`config.mk`:
```
export PLATFORM = sky130hd
export DESIGN_NAME = sram_seq
export DESIGN_NICKNAME = d
export VERILOG_FILES = /design/src/rtl/sram_seq_pkg.sv /design/src/rtl/sram_seq_timer.sv /design/src/rtl/sram_seq_ctrl.sv /design/src/rtl/sram_seq_dpath.sv /design/src/rtl/sram_seq.sv
export SDC_FILE = /design/constraint.sdc
export NUM_CORES = 1
export LEC_CHECK = 0
export BUFFER_PORTS_ARGS = -buffer_cell sky130_fd_sc_hd__buf_4
export CAP_MARGIN = 20
export CORE_AREA = 3 3 71 73
export DETAILED_ROUTE_END_ITERATION = 8
export DIE_AREA = 0 0 74 76
export GPL_TIMING_DRIVEN = 1
export PLACE_DENSITY = 0.69
export RECOVER_POWER = 100
export SLEW_MARGIN = 20
export SYNTH_ARGS = -nofsm -noshare
export SYNTH_HDL_FRONTEND = slang
export SYNTH_SLANG_ARGS = --single-unit
```
`constraint.sdc`:
```
create_clock -name clk -period 3.4 [get_ports clk]
set_input_delay 0.68 -clock clk [delete_from_list [all_inputs] [get_ports clk]]
set_output_delay 0.68 -clock clk [all_outputs]
set_load 0.05 [all_outputs]
```
`src/rtl/sram_seq_pkg.sv`:
```
package sram_seq_pkg;

  typedef enum logic [2:0] {
    SQ_IDLE  = 3'd0,
    SQ_READ  = 3'd1,
    SQ_WRITE = 3'd2,
    SQ_HOLD  = 3'd3,
    SQ_TURN  = 3'd4
  } seq_state_t;

  // cycles needed to cover a limit, never fewer than one
  function automatic int span_cycles(input int limit_ps, input int period_ps);
    int n;
    n = (limit_ps + period_ps - 1) / period_ps;
    return (n < 1) ? 1 : n;
  endfunction

  function automatic int max3(input int a, input int b, input int c);
    int m;
    m = (a > b) ? a : b;
    return (m > c) ? m : c;
  endfunction

endpackage

```
`src/rtl/sram_seq_timer.sv`:
```
module sram_seq_timer #(
  parameter int CNT_W = 2
) (
  input  logic             clk,
  input  logic             rst_n,
  input  logic             load,
  input  logic [CNT_W-1:0] load_val,
  output logic             expired
);
  logic [CNT_W-1:0] remain_q;

  always_ff @(posedge clk or negedge rst_n) begin
    if (!rst_n)                remain_q <= '0;
    else if (load)             remain_q <= load_val;
    else if (remain_q != '0)   remain_q <= remain_q - 1'b1;
  end

  assign expired = (remain_q == '0);
endmodule

```
`src/rtl/sram_seq_ctrl.sv`:
```
module sram_seq_ctrl
  import sram_seq_pkg::*;
#(
  parameter int RD_CYC = 2,
  parameter int WR_CYC = 2
) (
  input  logic clk,
  input  logic rst_n,
  input  logic req_valid,
  input  logic req_write,
  output logic req_ready,
  output logic accept,
  output logic rd_last,
  output logic ce_n,
  output logic oe_n,
  output logic we_n,
  output logic dq_oe
);
  localparam int LONGEST = (RD_CYC > WR_CYC) ? RD_CYC : WR_CYC;
  localparam int CNT_W   = (LONGEST > 1) ? $clog2(LONGEST) : 1;

  seq_state_t       state_q, state_nx;
  logic             load;
  logic [CNT_W-1:0] load_val;
  logic             expired;

  sram_seq_timer #(.CNT_W(CNT_W)) u_timer (
    .clk(clk), .rst_n(rst_n), .load(load), .load_val(load_val), .expired(expired)
  );

  assign req_ready = (state_q == SQ_IDLE);
  assign accept    = req_valid && req_ready;
  assign rd_last   = (state_q == SQ_READ) && expired;

  always_comb begin
    state_nx = state_q;
    load     = 1'b0;
    load_val = '0;
    case (state_q)
      SQ_IDLE: if (req_valid) begin
        load = 1'b1;
        if (req_write) begin
          state_nx = SQ_WRITE;
          load_val = CNT_W'(WR_CYC - 1);
        end else begin
          state_nx = SQ_READ;
          load_val = CNT_W'(RD_CYC - 1);
        end
      end
      SQ_READ:  if (expired) state_nx = SQ_IDLE;
      SQ_WRITE: if (expired) state_nx = SQ_HOLD;
      SQ_HOLD:  state_nx = SQ_TURN;
      SQ_TURN:  state_nx = SQ_IDLE;
      default:  state_nx = SQ_IDLE;
    endcase
  end

  always_ff @(posedge clk or negedge rst_n) begin
    if (!rst_n) begin
      state_q <= SQ_IDLE;
      ce_n    <= 1'b1;
      oe_n    <= 1'b1;
      we_n    <= 1'b1;
      dq_oe   <= 1'b0;
    end else begin
      state_q <= state_nx;
      ce_n    <= !((state_nx == SQ_READ) || (state_nx == SQ_WRITE));
      oe_n    <= !(state_nx == SQ_READ);
      we_n    <= !(state_nx == SQ_WRITE);
      dq_oe   <= (state_nx == SQ_WRITE) || (state_nx == SQ_HOLD);
    end
  end


  no_contention_chk: assert property (@(posedge clk) disable iff (!rst_n)
    dq_oe |-> oe_n);

  hold_after_we_chk: assert property (@(posedge clk) disable iff (!rst_n)
    $rose(we_n) |-> dq_oe);

  we_with_ce_chk: assert property (@(posedge clk) disable iff (!rst_n)
    !we_n |-> (!ce_n && dq_oe));

  busy_after_accept_chk: assert property (@(posedge clk) disable iff (!rst_n)
    accept |=> !req_ready);

  turn_idle_chk: assert property (@(posedge clk) disable iff (!rst_n)
    $fell(dq_oe) |-> (!req_ready && ce_n));
endmodule

```
`src/rtl/sram_seq_dpath.sv`:
```
module sram_seq_dpath #(
  parameter int ADDR_W = 15,
  parameter int DATA_W = 8
) (
  input  logic              clk,
  input  logic              rst_n,
  input  logic              accept,
  input  logic              rd_last,
  input  logic [ADDR_W-1:0] req_addr,
  input  logic [DATA_W-1:0] req_wdata,
  input  logic [DATA_W-1:0] mem_dq_i,
  output logic [ADDR_W-1:0] mem_addr,
  output logic [DATA_W-1:0] mem_dq_o,
  output logic              rsp_valid,
  output logic [DATA_W-1:0] rsp_rdata
);
  always_ff @(posedge clk or negedge rst_n) begin
    if (!rst_n) begin
      mem_addr  <= '0;
      mem_dq_o  <= '0;
      rsp_valid <= 1'b0;
      rsp_rdata <= '0;
    end else begin
      if (accept) begin
        mem_addr <= req_addr;
        mem_dq_o <= req_wdata;
      end
      rsp_valid <= rd_last;
      if (rd_last) rsp_rdata <= mem_dq_i;
    end
  end


  single_pulse_chk: assert property (@(posedge clk) disable iff (!rst_n)
    rsp_valid |=> !rsp_valid);

  addr_steady_chk: assert property (@(posedge clk) disable iff (!rst_n)
    (!accept && !$past(accept)) |=> $stable(mem_addr));
endmodule

```
`src/rtl/sram_seq.sv`:
```
module sram_seq
  import sram_seq_pkg::*;
#(
  parameter int ADDR_W    = 15,
  parameter int DATA_W    = 8,
  parameter int CLK_PS    = 8000,
  parameter int T_ACC_PS  = 15000,
  parameter int T_OEA_PS  = 9000,
  parameter int T_CYC_PS  = 15000,
  parameter int T_WPW_PS  = 11000,
  parameter int T_DSU_PS  = 10000
) (
  input  logic              clk,
  input  logic              rst_n,
  input  logic              req_valid,
  output logic              req_ready,
  input  logic              req_write,
  input  logic [ADDR_W-1:0] req_addr,
  input  logic [DATA_W-1:0] req_wdata,
  output logic              rsp_valid,
  output logic [DATA_W-1:0] rsp_rdata,
  output logic              mem_ce_n,
  output logic              mem_oe_n,
  output logic              mem_we_n,
  output logic [ADDR_W-1:0] mem_addr,
  output logic [DATA_W-1:0] mem_dq_o,
  output logic              mem_dq_oe,
  input  logic [DATA_W-1:0] mem_dq_i
);
  localparam int RD_CYC = max3(span_cycles(T_ACC_PS, CLK_PS),
                               span_cycles(T_OEA_PS, CLK_PS),
                               span_cycles(T_CYC_PS, CLK_PS));
  localparam int WR_CYC = max3(span_cycles(T_WPW_PS, CLK_PS),
                               span_cycles(T_DSU_PS, CLK_PS),
                               span_cycles(T_CYC_PS, CLK_PS));

  logic accept, rd_last;

  sram_seq_ctrl #(.RD_CYC(RD_CYC), .WR_CYC(WR_CYC)) u_ctrl (
    .clk(clk), .rst_n(rst_n), .req_valid(req_valid), .req_write(req_write),
    .req_ready(req_ready), .accept(accept), .rd_last(rd_last),
    .ce_n(mem_ce_n), .oe_n(mem_oe_n), .we_n(mem_we_n), .dq_oe(mem_dq_oe)
  );

  sram_seq_dpath #(.ADDR_W(ADDR_W), .DATA_W(DATA_W)) u_dpath (
    .clk(clk), .rst_n(rst_n), .accept(accept), .rd_last(rd_last),
    .req_addr(req_addr), .req_wdata(req_wdata), .mem_dq_i(mem_dq_i),
    .mem_addr(mem_addr), .mem_dq_o(mem_dq_o),
    .rsp_valid(rsp_valid), .rsp_rdata(rsp_rdata)
  );


  idle_quiet_chk: assert property (@(posedge clk) disable iff (!rst_n)
    req_ready |-> (mem_ce_n && mem_we_n && mem_oe_n && !mem_dq_oe));
endmodule

```
==> impl_metrics.yaml <==
run_status:
  status: "finished with violations"
  violations: "max-capacitance violations, max-slew violations"
route:
  vias: 1054
  ant_nets: 0
  route.met2.wl_um: 1644
  wl_met1_um: 1225
  drtIter0Drc: 30
  wl_met3_um: 380
  drcViolationCount: 0
  wl_per_cell_um: 14.77
  routed_wl_um: 3278
  viasPerCell: 4.748
  highest_layer: "met4"
  dr.pass1.iters: 4
clock_tree:
  post_cts_resized: 0
  cts_hold_buf: 0
  post-cts-setup-buffer-count: 0
  clockBufferDepth: 2
  ctsRootBufferMaster: "clkbuf_8"
  clkTransAtPathRegs_ns: 0.07
  cts_tree: "done"
  numCtsBuffers: 5
  cts_sinks: 40
  clk_latency_ns: 0.28
  htree_levels: 2
die:
  fp.dieW_um: 74
  initial_core_util_pct: 35.52
  io_pins: 72
  dieArea_um2: 5624
  die_h_um: 76
  num_rows: 24
  core_area_um2: 4414
global_routing:
  grt_overflow_total: 0
  antenna_found_initial: 0
  grt_max_degree: 41
  grt_usage_pct: 12.04
  grt_pass1_wl_um: 5140
  grt_pass1_vias: 1136
placed_design:
  dp_hpwl_um: 2385
  io_buffer_count: 71
  gp_congestion: 0.6968
synthesis:
  ys_ff_latch: 40
  synth.net_count: 130
  ys_seq_area_share_pct: 64.09
  synth_cell_types: 21
  synth-warning-count: 0
  netlist_area_um2: 1568
  syn_inst: 95
  avgSynthCellArea_um2: 16.50
cells_and_area:
  syn_to_final_growth_pct: 30.89
  nNetsFinal: 204
  antenna_cells: 0
  drive_gt1_share_pct: 45.29
critical_path:
  crit_path_end_kind: "flip-flop"
  startpoint_type: "flip-flop"
  worst-endpoint-required_ns: 3.57
  cp_data_arrival_time_ns: 2.58
  slowest_stage: "clkbuf_1"
  path_max_fanout: 25
  cpPeakStageDelay_ns: 1.01
  criticalPathCategory: "reg2reg"
  crit_chain: "nor4b_1, clkbuf_1, mux2_2"
timing:
  finalCritPeriodShare_pct: 70.86
  drv_slew: 41
  tns_ns: 0
  rsz0062_at_grt: "no"
  fin_worst_skew_ns: 0.003440
  slew_headroom_pct: -38.44
  worst_pin_slew_ns: 2.077
  finalCriticalPeriod_ns: 2.409
  max_freq_ghz: 0.4150
  hold_viol_final: 0
  setup_viol: 0
min_path:
  hold_class: "reg2reg"
flow_run:
  maxCapViolCount: 1
-- cell families (layout without fill, tap and decap cells) --
| kind of cell | count (synthesis) | in the layout | share of synthesized area [%] |
|---|---|---|---|
| AO/OA/AOI/OAI | 5 | 5 | 2.634 |
| multiplexers | 32 | 32 | 22.90 |
| buffers and inverters | 6 | 81 | 3.431 |
| XOR/XNOR | 1 | 1 | 0.5588 |
| AND/OR/NAND/NOR | 11 | 11 | 6.386 |
| flip-flops | 40 | 40 | 64.09 |
-- flip-flops by register name, indices dropped and copies added (netlist names) --
register,flops
u_dpath.mem_dq_o,8
u_ctrl.oe_n,1
u_ctrl.state_q,3
u_dpath.rsp_valid,1
u_ctrl.we_n,1
u_dpath.rsp_rdata,8
u_ctrl.dq_oe,1
u_dpath.mem_addr,15
u_ctrl.u_timer.remain_q,1
u_ctrl.ce_n,1
-- final cells by class --
| class | instances | area [um^2] |
|---|---|---|
| clock buffers | 8 | 90.09 |
| fillers | 441 | 2362 |
| inverters | 1 | 3.754 |
| multi-input cells | 49 | 494.2 |
| flip-flops and latches | 40 | 1005 |
| well taps | 52 | 65.06 |
| repair buffers | 72 | 394.1 |
-- layout by cell type (no fill, tap or decap) --
cell      count
clkbuf_8      6
mux2_2       30
nor4b_1       1
inv_1         1
nor2b_1       1
mux2_1        1
and3_2        1
a211o_2       1
o311a_2       1
xor2_1        1
or3b_2        1
dfstp_2       3
a21oi_1       1
nand3b_1      1
dfrtp_1      37
a211o_1       1
mux2i_1       1
nor3_1        3
nor4b_4       1
nand2_1       2
clkbuf_1     41
buf_4        33
a31oi_1       1
-- cell usage after synthesis --
master / n / share of area, %
dfrtp_1: 37 / 59
nor3_1: 3 / 0.96
mux2_1: 1 / 0.72
a211o_2: 1 / 0.64
dfstp_2: 3 / 5.0
a31oi_1: 1 / 0.40
mux2_2: 30 / 22
inv_1: 1 / 0.24
o311a_2: 1 / 0.72
xor2_1: 1 / 0.56
nor2b_1: 1 / 0.40
nand2_1: 2 / 0.48
and3_2: 1 / 0.48
a21oi_1: 1 / 0.32
nand3b_1: 1 / 0.48
mux2i_1: 1 / 0.64
or3b_2: 1 / 0.56
buf_2: 1 / 0.32
buf_6: 4 / 2.9
a211o_1: 1 / 0.56
nor4b_4: 2 / 3.0
-- routing by layer --
layer / up-vias / GRT usage [%]
li1: 483 / -
met4: 0 / 3.804
met2: 54 / 20.48
met3: 5 / 5.937
met1: 512 / 12.77
met5: - / 0
-- per-stage QoR --
stage | utilization [%] | setup WS, ns | hold WS (ns) | instances | instance area [um^2]
2_1_floorplan | - | 1.095 | 0.3844 | 95 | 1568
3_3_place_gp | 48.10 | 1.614 | 0.4692 | 214 | 2123
3_5_place_dp | 48.10 | 1.572 | 0.4930 | 214 | 2123
4_1_cts | 50.14 | 1.423 | 0.3718 | 222 | 2213
5_1_grt | 46.49 | 0.7412 | 0.5143 | 222 | 2052
6_report | 46.49 | 0.9906 | 0.5017 | 222 | 2052
-- path summary, 6_finish.rpt --
| kind | startpoint | to | slack [ns] | cells after the start |
|---|---|---|---|---|
| max in group asynchronous | rst_n | u_dpath.mem_dq_o[5] | 1.23 | 1 |
| hold reg to reg | u_dpath.mem_addr[8] | u_dpath.mem_addr[8] | 0.50 | 1 |
| min in group asynchronous | rst_n | u_dpath.mem_addr[7] | 0.99 | 1 |
| hold / removal | u_dpath.mem_addr[8] | u_dpath.mem_addr[8] | 0.50 | 1 |
| setup reg to reg | u_ctrl.state_q[1] | u_dpath.mem_addr[13] | 0.99 | 3 |
| setup / recovery | u_ctrl.state_q[1] | u_dpath.mem_addr[13] | 0.99 | 3 |
-- worst max-delay path: cells and delay by family (launching register included) --
family | cells | cell delay [ns]
AND/OR/NAND/NOR | 1 | 0.33
buffers and inverters | 1 | 1.01
multiplexers | 1 | 0.44
flip-flops | 1 | 0.52
Power is left out: the tool's default activity adds up to more than one toggle a clock period on the data nets, which glitch-free logic cannot reach.
